<file path="src/rtl/wdt_pkg.sv">
package wdt_pkg;

  localparam int SEL_W = 3;

  typedef enum logic [SEL_W-1:0] {
    SRC_DIV12 = 3'd0,
    SRC_DIV4  = 3'd1,
    SRC_SYS   = 3'd2,
    SRC_EXT   = 3'd3
  } src_e;

  typedef struct packed {
    logic             en;
    logic             lock;
    logic             idle_stop;
    logic [SEL_W-1:0] src;
  } cfg_t;

endpackage

</file>
<file path="src/rtl/wdt_tick_gen.sv">
module wdt_tick_gen
  import wdt_pkg::*;
#(
  parameter int SLOW_DIV = 12,
  parameter int FAST_DIV = 4
) (
  input  logic             clk,
  input  logic             rst_n,
  input  logic             clr_i,
  input  logic             ext_tick_i,
  input  logic [SEL_W-1:0] sel_i,
  output logic             tick_o
);

  localparam int N_DIV = 2;

  logic [N_DIV-1:0] div_tick;

  // One phase counter per divider; index 0 is the slow one.
  for (genvar g = 0; g < N_DIV; g++) begin : g_div
    localparam int D = (g == 0) ? SLOW_DIV : FAST_DIV;
    localparam int W = (D > 1) ? $clog2(D) : 1;
    logic [W-1:0] ph_q;

    always_ff @(posedge clk or negedge rst_n) begin
      if (!rst_n) begin
        ph_q <= '0;
      end else if (clr_i) begin
        ph_q <= '0;
      end else if (ph_q == W'(D - 1)) begin
        ph_q <= '0;
      end else begin
        ph_q <= ph_q + W'(1);
      end
    end

    assign div_tick[g] = (ph_q == W'(D - 1));
  end

  always_comb begin
    case (sel_i)
      SRC_DIV4: tick_o = div_tick[1];
      SRC_SYS:  tick_o = 1'b1;
      SRC_EXT:  tick_o = ext_tick_i;
      default:  tick_o = div_tick[0];
    endcase
  end

endmodule

</file>
<file path="src/rtl/wdt_timer.sv">
module wdt_timer #(
  parameter int LO_W = 8,
  parameter int HI_W = 8,
  localparam int CNT_W = LO_W + HI_W
) (
  input  logic             clk,
  input  logic             rst_n,
  input  logic             clr_i,
  input  logic             tick_i,
  output logic [CNT_W-1:0] cnt_o
);

  logic [CNT_W-1:0] cnt_q;

  always_ff @(posedge clk or negedge rst_n) begin
    if (!rst_n) begin
      cnt_q <= '0;
    end else if (clr_i) begin
      cnt_q <= '0;
    end else if (tick_i) begin
      cnt_q <= cnt_q + CNT_W'(1);
    end
  end

  assign cnt_o = cnt_q;

endmodule

</file>
<file path="src/rtl/wdt_ctrl.sv">
module wdt_ctrl
  import wdt_pkg::*;
#(
  parameter int LO_W = 8,
  parameter int HI_W = 8,
  localparam int CNT_W = LO_W + HI_W
) (
  input  logic             clk,
  input  logic             rst_n,
  input  logic             tick_i,
  input  logic [CNT_W-1:0] cnt_i,
  input  logic             cfg_we_i,
  input  cfg_t             cfg_i,
  input  logic             ofs_we_i,
  input  logic [HI_W-1:0]  ofs_i,
  input  logic             kick_i,
  output logic             active_o,
  output logic             lock_o,
  output logic             idle_stop_o,
  output logic [SEL_W-1:0] src_o,
  output logic [HI_W-1:0]  ofs_o,
  output logic [HI_W-1:0]  cmp_hi_o,
  output logic             bite_o
);

  localparam logic [HI_W-1:0] CMP_RST = HI_W'(1);

  // Compare high byte placed by a restart.
  function automatic logic [HI_W-1:0] restart_point(
    input logic [HI_W-1:0] hi,
    input logic [HI_W-1:0] ofs
  );
    return hi + ofs + HI_W'(1);
  endfunction

  // True when the next tick moves the counter onto {pt, all zeros}.
  function automatic logic reaches_point(
    input logic [CNT_W-1:0] cnt,
    input logic [HI_W-1:0]  pt
  );
    logic [HI_W-1:0] hi_next;
    hi_next = cnt[CNT_W-1:LO_W] + HI_W'(1);
    return (&cnt[LO_W-1:0]) && (hi_next == pt);
  endfunction

  logic             en_q;
  logic             lock_q;
  logic             idle_q;
  logic [SEL_W-1:0] src_q;
  logic [HI_W-1:0]  ofs_q;
  logic [HI_W-1:0]  cmp_q;
  logic             bite_q;

  logic             active;
  logic             kick_ok;
  logic [HI_W-1:0]  cmp_eff;
  logic             bite_d;

  assign active  = en_q | lock_q;
  assign kick_ok = kick_i & active;
  assign cmp_eff = kick_ok ? restart_point(cnt_i[CNT_W-1:LO_W], ofs_q) : cmp_q;
  assign bite_d  = active & tick_i & reaches_point(cnt_i, cmp_eff);

  always_ff @(posedge clk or negedge rst_n) begin
    if (!rst_n) begin
      en_q   <= 1'b1;
      lock_q <= 1'b0;
      idle_q <= 1'b0;
      src_q  <= SRC_DIV12;
      ofs_q  <= '0;
      cmp_q  <= CMP_RST;
    end else if (bite_q) begin
      en_q   <= 1'b1;
      lock_q <= 1'b0;
      idle_q <= 1'b0;
      src_q  <= SRC_DIV12;
      ofs_q  <= '0;
      cmp_q  <= CMP_RST;
    end else begin
      if (cfg_we_i) begin
        if (!lock_q) begin
          en_q <= cfg_i.en;
        end
        if (cfg_i.lock) begin
          lock_q <= 1'b1;
        end
        if (!active) begin
          idle_q <= cfg_i.idle_stop;
          src_q  <= cfg_i.src;
        end
      end
      if (ofs_we_i) begin
        ofs_q <= ofs_i;
      end
      if (kick_ok) begin
        cmp_q <= cmp_eff;
      end
    end
  end

  always_ff @(posedge clk or negedge rst_n) begin
    if (!rst_n) begin
      bite_q <= 1'b0;
    end else if (bite_q) begin
      bite_q <= 1'b0;
    end else begin
      bite_q <= bite_d;
    end
  end

  assign active_o    = active;
  assign lock_o      = lock_q;
  assign idle_stop_o = idle_q;
  assign src_o       = src_q;
  assign ofs_o       = ofs_q;
  assign cmp_hi_o    = cmp_q;
  assign bite_o      = bite_q;

endmodule

</file>
<file path="src/rtl/lockable_watchdog.sv">
module lockable_watchdog
  import wdt_pkg::*;
#(
  parameter int LO_W     = 8,
  parameter int HI_W     = 8,
  parameter int SLOW_DIV = 12,
  parameter int FAST_DIV = 4
) (
  input  logic                 clk,
  input  logic                 rst_n,
  input  logic                 ext_tick_i,
  input  logic                 cpu_idle_i,
  input  logic                 cfg_we_i,
  input  logic                 cfg_en_i,
  input  logic                 cfg_lock_i,
  input  logic                 cfg_idle_stop_i,
  input  logic [SEL_W-1:0]     cfg_src_i,
  input  logic                 ofs_we_i,
  input  logic [HI_W-1:0]      ofs_i,
  input  logic                 kick_i,
  output logic                 bite_o,
  output logic                 wdt_on_o,
  output logic                 lock_o,
  output logic                 idle_stop_o,
  output logic [SEL_W-1:0]     src_o,
  output logic [HI_W-1:0]      ofs_o,
  output logic [LO_W+HI_W-1:0] cnt_o,
  output logic [HI_W-1:0]      cmp_hi_o
);

  localparam int CNT_W = LO_W + HI_W;

  cfg_t             cfg_w;
  logic             tick_raw_w;
  logic             tick_run_w;
  logic [CNT_W-1:0] cnt_w;
  logic             bite_w;
  logic             idle_w;
  logic [SEL_W-1:0] src_w;

  assign cfg_w = '{en: cfg_en_i, lock: cfg_lock_i,
                   idle_stop: cfg_idle_stop_i, src: cfg_src_i};

  // Idle suspend gates the selected tick before it reaches the counter.
  assign tick_run_w = tick_raw_w & ~(idle_w & cpu_idle_i);

  wdt_tick_gen #(
    .SLOW_DIV (SLOW_DIV),
    .FAST_DIV (FAST_DIV)
  ) u_tick (
    .clk        (clk),
    .rst_n      (rst_n),
    .clr_i      (bite_w),
    .ext_tick_i (ext_tick_i),
    .sel_i      (src_w),
    .tick_o     (tick_raw_w)
  );

  wdt_timer #(
    .LO_W (LO_W),
    .HI_W (HI_W)
  ) u_timer (
    .clk    (clk),
    .rst_n  (rst_n),
    .clr_i  (bite_w),
    .tick_i (tick_run_w),
    .cnt_o  (cnt_w)
  );

  wdt_ctrl #(
    .LO_W (LO_W),
    .HI_W (HI_W)
  ) u_ctrl (
    .clk         (clk),
    .rst_n       (rst_n),
    .tick_i      (tick_run_w),
    .cnt_i       (cnt_w),
    .cfg_we_i    (cfg_we_i),
    .cfg_i       (cfg_w),
    .ofs_we_i    (ofs_we_i),
    .ofs_i       (ofs_i),
    .kick_i      (kick_i),
    .active_o    (wdt_on_o),
    .lock_o      (lock_o),
    .idle_stop_o (idle_w),
    .src_o       (src_w),
    .ofs_o       (ofs_o),
    .cmp_hi_o    (cmp_hi_o),
    .bite_o      (bite_w)
  );

  assign bite_o      = bite_w;
  assign idle_stop_o = idle_w;
  assign src_o       = src_w;
  assign cnt_o       = cnt_w;

endmodule

</file>
<file path="config.mk">
export PLATFORM = sky130hd
export DESIGN_NAME = lockable_watchdog
export DESIGN_NICKNAME = d
export VERILOG_FILES = /design/src/rtl/wdt_pkg.sv /design/src/rtl/wdt_tick_gen.sv /design/src/rtl/wdt_timer.sv /design/src/rtl/wdt_ctrl.sv /design/src/rtl/lockable_watchdog.sv
export SDC_FILE = /design/constraint.sdc
export NUM_CORES = 1
export LEC_CHECK = 0
export BUFFER_PORTS_ARGS = -buffer_cell sky130_fd_sc_hd__buf_2
export CAP_MARGIN = 10
export CORE_ASPECT_RATIO = 0.9
export CORE_MARGIN = 10
export CORE_UTILIZATION = 58
export CTS_CLUSTER_SIZE = 16
export DETAILED_ROUTE_END_ITERATION = 8
export GPL_ROUTABILITY_DRIVEN = 0
export PLACE_DENSITY = 0.89
export SYNTH_ARGS = -nofsm -noshare
export SYNTH_HDL_FRONTEND = slang
export SYNTH_SLANG_ARGS = --single-unit
</file>
<file path="constraint.sdc">
create_clock -name clk -period 4.02 [get_ports clk]
set_clock_uncertainty 0.1 [all_clocks]
set_input_delay 0.402 -clock clk [delete_from_list [all_inputs] [get_ports clk]]
set_output_delay 0.402 -clock clk [all_outputs]
set_load 0.005 [all_outputs]
</file>
==> results_dict.tcl, run 1 <==
set metrics [dict create \
    path_buf_inv 1 \
    synth_top_family_by_area "simple AND/OR/NAND/NOR gates" \
    nets 351 \
    p_per_area_nw_per_um2 415 \
    grt_max_degree 46 \
    cts_resized 0 \
    finalSetupTns_ns 0 \
    cts_tree "yes" \
    max_freq_mhz 363 \
    synth_top_area_frac 0.421 \
    n_fill_cell 323 \
    cp_common_cell "nor3_1" \
    overflow 0 \
    drt_iter0_markers 178 \
    synth_edf_count 0 \
    cts_setup_buffers 0 \
    avgSynthCellArea_sq_um 9.88 \
    slowest_delay_ns 0.50 \
    grt_usage 0.163 \
    die_height_um 83.0 \
    peakVddDrop_mv 0.314 \
    cp-endpoint "u_ctrl.bite_o" \
    h-tree-depth 2 \
    top_layer_used "met4" \
    synthSimpleGateAreaFrac 0.200 \
    multi_input_area_sq_um 1370 \
    final_max_slew_viol_count 0 \
    first_pass_iters 4 \
    cts.sink_count 45 \
    worst_slack_ns 1.27 \
    startpoint_type "flip-flop" \
    hold_viol 0 \
    core_sq_um 4160 \
    cts_buffer_depth 2 \
    ys_seq_area_frac 0.441 \
    r2r_end "u_ctrl.bite_o" \
    drive_gt1_frac 0.245 \
    async_reset_ff_frac 1.00 \
    die_w_um 90.0 \
    p_leak_nw 1.46 \
    min_period_over_period 0.685 \
    finalHoldWorstSlack_ns 0.147 \
    synth_flop_cell "dfrtp_1" \
    ant_nets 0 \
    worstPathRequired_ns 4.13 \
    crit_fanout 7 \
    clk_pin_slew_ns 0.08 \
    root_buffer "clkbuf_8" \
    grt_pass1_wl_um 10400 \
    area_growth_pct 18.6 \
    regArea_sq_um 1130 \
    drv_cap 0 \
    syn-cell-area_sq_um 2560 \
    synth_most_common_cell "nor2_1" \
    rsz0062_at_grt "no" \
    yosys-top-cells-count "48 x nor2_1, 43 x dfrtp_1, 16 x xor2_1" \
    met3_length_um 339 \
    timing.rr.start "u_timer.cnt_o[8]" \
    yosysWarnings 0 \
    wl_met1_um 2610 \
    relSlewSlack 0.350 \
    muxShareOfSynthArea 0.0631 \
    crit_cells 10 \
    min_path_type "in2async" \
    synth_seq_cells 45 \
    ios 60 \
    syn-num-nets 293 \
    cts_buffers 5 \
    synth_top_area_cell "dfrtp_1" \
    period_needed_ns 2.75 \
    routed_wl_um 6030 \
    outcome "completed" \
    place_area_sq_um 2900 \
    r2r_cells 10 \
    dieArea_sq_um 7470 \
    path_delay_family "simple AND/OR/NAND/NOR gates" \
    wl_per_cell_um 16.0 \
    synthCells 259 \
    synth-adder-area-share 0.0665 \
    clk_latency_ns 0.30 \
    critPathCaptureType "flip-flop" \
    finalSetupViolations 0 \
    netlist_top_cells_area "dfrtp_1 42%, nor2_1 7.0%, ha_1 5.9%" \
    final_cell_area_sq_um 3040 \
    initial_utilization 0.616 \
    slowest_stage "dfrtp_1" \
    port_buffers 59 \
    synthXorXnorAreaFrac 0.0993 \
    synth_compound_area_frac 0.107 \
    cp.arrival_ns 2.87 \
    pre_cts_slack_ns 1.34 \
    worst_setup_path_startpoint "u_timer.cnt_o[8]" \
    num_antenna_cells 0 \
    ys_types 43 \
    hold_buffers 0 \
    num_rows 22 \
    wl_met2_um 3020 \
    r2r_slack_ns 1.27 \
    drc 0 \
    grt_pass1_vias 2122 \
    worstPathCellList "inv_1, ha_1, fa_1, nor2b_1, nor3_1, a21oi_1, xnor2_1, nor3_1, o2111ai_1, nor4_2" \
    tightestPinTransition_ns 0.976 \
    dp_hpwl_um 4500 \
    via_per_inst 5.44 \
    num_vias 2057 \
    grt_antenna_before_repair 0 \
    crit_type "reg2reg" \
]
==> per-layer routing <==
metal,vias up,global-route usage
met3,7,0.0396
met5,-,0
met4,0,0.0489
li1,1006,-
met2,56,0.276
met1,988,0.199
==> stage by stage <==
stage | power [W] | utilization | cells
floorplan | 0.000747 | - | 259
CTS | 0.00127 | 0.730 | 378
detailed placement | 0.000867 | 0.698 | 370
global route | 0.00134 | 0.730 | 378
global placement | 0.000854 | 0.698 | 370
finish | 0.00126 | 0.730 | 378
==> sequential cells by signal, indices dropped and copies added (netlist names) <==
register / cells
u_ctrl.bite_o: 1
u_ctrl.cmp_hi_o: 8
u_ctrl.en_q: 1
u_ctrl.idle_stop_o: 1
u_ctrl.lock_o: 1
u_ctrl.ofs_o: 8
u_ctrl.src_o: 3
u_tick.g_div.ph_q: 6
u_timer.cnt_o: 16
==> where the power goes <==
group / switching [W] / total [W] / internal [W]
clock: 0.000156 / 0.000403 / 0.000247
sequential: 0.0000705 / 0.000586 / 0.000515
combinational: 0.000138 / 0.000271 / 0.000133
==> how the worst min path moves through the flow <==
stage / startpoint / to
final: rst_n / u_ctrl.ofs_o[5]
after floorplan: rst_n / u_ctrl.bite_o
after global routing: rst_n / u_ctrl.ofs_o[1]
after CTS: rst_n / u_ctrl.ofs_o[5]
after global placement: u_tick.g_div[1].ph_q[0] / u_tick.g_div[1].ph_q[0]
after detailed placement: u_tick.g_div[1].ph_q[0] / u_tick.g_div[1].ph_q[0]
==> worst reg2reg max path, cell delays in order, from the launching register on <==
cell and delay, ns:
dfrtp_1 0.50, inv_1 0.10, ha_1 0.20, fa_1 0.38, nor2b_1 0.23, nor3_1 0.09
a21oi_1 0.24, xnor2_1 0.11, nor3_1 0.23, o2111ai_1 0.19, nor4_2 0.28
==> layout by cell type (no fill, tap or decap), types with 2 or more instances in the layout <==
master / Yosys / routed
mux2i_1: 15 / 15
xnor2_1: 13 / 13
dfrtp_1: 43 / 43
nand2_1: 14 / 14
inv_1: 6 / 6
a21oi_1: 10 / 10
dfstp_2: 2 / 2
and3_1: 4 / 4
and2_1: 4 / 4
nor2b_1: 10 / 10
o21a_1: 5 / 5
nand4_1: 4 / 4
o21ai_0: 5 / 5
ha_1: 12 / 12
nand3_1: 5 / 5
nor3_1: 7 / 7
o31a_1: 3 / 3
xor2_1: 16 / 16
nor2_1: 48 / 48
bufinv_16: 0 / 2
buf_2: 1 / 59
a211oi_1: 2 / 2
clkbuf_8: 0 / 5
nand3b_1: 2 / 2
==> kinds of logic after synthesis <==
logic type	count (synthesis)
buffers and inverters	15
and+or+nand+nor	106
muxes	16
xor gates and xnor gates	29
DFF	45
AOI/OAI and AO/OA	35
adders and majority gates	13
==> area by class of cell <==
cell class                 count  share of cell area
sequential                    45               0.372
tap                           60              0.0247
timing repair buffer          60              0.0998
clock buffer                   5              0.0227
inverter                       6             0.00742
multi-input combinational    199               0.452
clock inverter                 3              0.0214
(Power assumes the default switching activity.)
==> run 2, diff against run 1 <==
--- a/config.mk
+++ b/config.mk
@@ -5,15 +5,16 @@
 export SDC_FILE = /design/constraint.sdc
 export NUM_CORES = 1
 export LEC_CHECK = 0
+export ABC_AREA = 1
 export BUFFER_PORTS_ARGS = -buffer_cell sky130_fd_sc_hd__buf_2
 export CAP_MARGIN = 10
 export CORE_ASPECT_RATIO = 0.9
 export CORE_MARGIN = 10
-export CORE_UTILIZATION = 58
+export CORE_UTILIZATION = 50
 export CTS_CLUSTER_SIZE = 16
 export DETAILED_ROUTE_END_ITERATION = 8
 export GPL_ROUTABILITY_DRIVEN = 0
-export PLACE_DENSITY = 0.89
+export PLACE_DENSITY = 0.81
 export SYNTH_ARGS = -nofsm -noshare
 export SYNTH_HDL_FRONTEND = slang
 export SYNTH_SLANG_ARGS = --single-unit
==> constraint.sdc (replaced) <==
create_clock -name clk -period 2.4 [get_ports clk]
set_clock_uncertainty 0.1 [all_clocks]
set_input_delay 0.24 -clock clk [delete_from_list [all_inputs] [get_ports clk]]
set_output_delay 0.24 -clock clk [all_outputs]
set_load 0.005 [all_outputs]
==> results_dict.tcl, run 2 <==
set metrics [dict create \
    synthSimpleGateAreaFrac 0.326 \
    n_fill_cell 494 \
    synth_flop_cell "dfrtp_1" \
    grt_antenna_before_repair 0 \
    cts_tree "yes" \
    pre_cts_slack_ns 0.305 \
    muxShareOfSynthArea 0 \
    port_buffers 59 \
    worstPathRequired_ns 2.54 \
    min_path_type "in2reg" \
    outcome "completed" \
    synth_edf_count 0 \
    syn-num-nets 420 \
    drt_iter0_markers 171 \
    nets 483 \
    gr-usage-met3 0.0485 \
    crit_fanout 5 \
    regArea_sq_um 1130 \
    initial_utilization 0.527 \
    ant_nets 0 \
    top_usage_layer "met2" \
    p_leak_nw 1.77 \
    drc 0 \
    num_rows 25 \
    multi_input_area_sq_um 1410 \
    grt_usage 0.160 \
    rsz0062_at_grt "no" \
    hold_viol 0 \
    core_sq_um 5350 \
    clk_pin_slew_ns 0.09 \
    finalSetupTns_ns 0 \
    via_per_inst 5.15 \
    cts_buffer_depth 2 \
    synthCells 386 \
    overflow 0 \
    yosys-top-cells-count "87 x nand2_1, 62 x inv_1, 47 x nand3_1" \
    routed_wl_um 7180 \
    syn-cell-area_sq_um 2820 \
    final_max_slew_viol_count 0 \
    largest_reg_flops 16 \
    min_period_over_period 0.889 \
    synthXorXnorAreaFrac 0.0217 \
    synth-adder-area-share 0.0603 \
    synth_most_common_cell "nand2_1" \
    avgSynthCellArea_sq_um 7.31 \
    period_needed_ns 2.13 \
    die_height_um 91.3 \
    place_area_sq_um 3190 \
    netlist_top_cells_area "dfrtp_1 38%, nand2_1 12%, nand3_1 8.3%" \
    finalSetupViolations 0 \
    cp.arrival_ns 2.28 \
    final_cell_area_sq_um 3320 \
    peakVddDrop_mv 0.403 \
    synth_top_area_cell "dfrtp_1" \
    use_met2 0.259 \
    die_w_um 99.2 \
    crit_type "reg2reg" \
    grt_max_degree 28 \
    synth_seq_cells 45 \
    dp_hpwl_um 5650 \
    use_met1 0.201 \
    drv_cap 0 \
    final_common_cell "nand2_1" \
    critPathCaptureType "flip-flop" \
    startpoint_type "flip-flop" \
    dieArea_sq_um 9050 \
    ys_seq_area_frac 0.400 \
    num_vias 2665 \
    area_growth_pct 17.7 \
    first_pass_iters 5 \
    tightestPinTransition_ns 0.435 \
    ys_types 34 \
    root_buffer "clkbuf_8" \
    async_reset_ff_frac 1.00 \
    cts_setup_buffers 0 \
    ios 60 \
    grt_pass1_vias 2641 \
    p_per_area_nw_per_um2 496 \
    wl_per_cell_um 13.9 \
    cts.sink_count 45 \
    relSlewSlack 0.710 \
    worst_slack_ns 0.266 \
    clk_latency_ns 0.30 \
    most-common-layout-cells "87 x nand2_1, 62 x inv_1, 59 x buf_2" \
    synth_compound_area_frac 0.0918 \
    h-tree-depth 2 \
    cts_buffers 5 \
    num_antenna_cells 0 \
    synth_top_area_frac 0.382 \
    grt_pass1_wl_um 12200 \
    yosysWarnings 0 \
    synth_top_family_by_area "simple AND/OR/NAND/NOR gates" \
    fin_util 0.620 \
    max_freq_mhz 469 \
    drive_gt1_frac 0.189 \
]
run 2: repair_timing:
item	CTS	global route
setup endpoints to repair	0	0
hold endpoints to repair	18	0
hold buffers	1	0
gates resized for setup	0	0
run 2: routing by layer:
metal  wire [um]  up-vias
met5           0        -
met4         112        0
met3         497       12
met2        3230       76
met1        3340     1213
li1            -     1364
run 2: layout make-up:
class | count | area share
multi-input combinational | 269 | 0.425
inverter | 64 | 0.0724
sequential | 45 | 0.340
clock buffer | 6 | 0.0249
clock inverter | 2 | 0.0113
timing repair buffer | 64 | 0.101
tap | 67 | 0.0253
run 2: cells by family (layout without fill, tap and decap cells):
group	after synthesis	in the layout
fa+ha+maj	13	13
xor+xnor	7	7
buf+inv	72	136
simple gates	199	199
compound gates	50	50
flops	45	45
run 2: stage by stage:
| stage | instances | hold slack, ns | power (W) |
|---|---|---|---|
| final | 517 | 0.0684 | 0.00165 |
| after global routing | 517 | 0.0697 | 0.00172 |
| after CTS | 517 | 0.0653 | 0.00165 |
| after detailed placement | 508 | 0.103 | 0.00105 |
| after global placement | 508 | 0.0974 | 0.00104 |
| after floorplan | 386 | -0.156 | 0.000952 |
run 2: report_power, final:
part	internal [W]	leakage, nW	total (W)	switching, W
Sequential	0.000789	0.568	0.000812	0.0000231
Combinational	0.0000908	1.15	0.000223	0.000132
Clock	0.000339	0.0574	0.000611	0.000272
Total	0.00122	1.77	0.00165	0.000427
run 2: path summary, 6_finish.rpt:
path	startpoint	end	slack [ns]	cells past startpoint
max in group asynchronous	rst_n	u_ctrl.en_q	1.15	3
worst min register to register	u_tick.g_div[1].ph_q[0]	u_tick.g_div[1].ph_q[0]	0.33	1
worst max register to register	u_timer.cnt_o[8]	u_ctrl.bite_o	0.27	14
worst min-delay path	ofs_i[2]	u_ctrl.ofs_o[2]	0.07	3
worst max-delay path	u_timer.cnt_o[8]	u_ctrl.bite_o	0.27	14
min in group asynchronous	rst_n	u_timer.cnt_o[2]	0.30	2
run 2: critical path: stages (launching register included):
cell and delay [ns]:
dfrtp_1 0.36, inv_1 0.10, ha_1 0.21, fa_1 0.40, inv_1 0.09, nand2_1 0.07
nand2_1 0.11, nand3_1 0.11, nand3_1 0.08, nand3_1 0.10, nand2_1 0.11, nand2_1 0.05
nand2_1 0.06, nand3_1 0.06, nor2_1 0.08
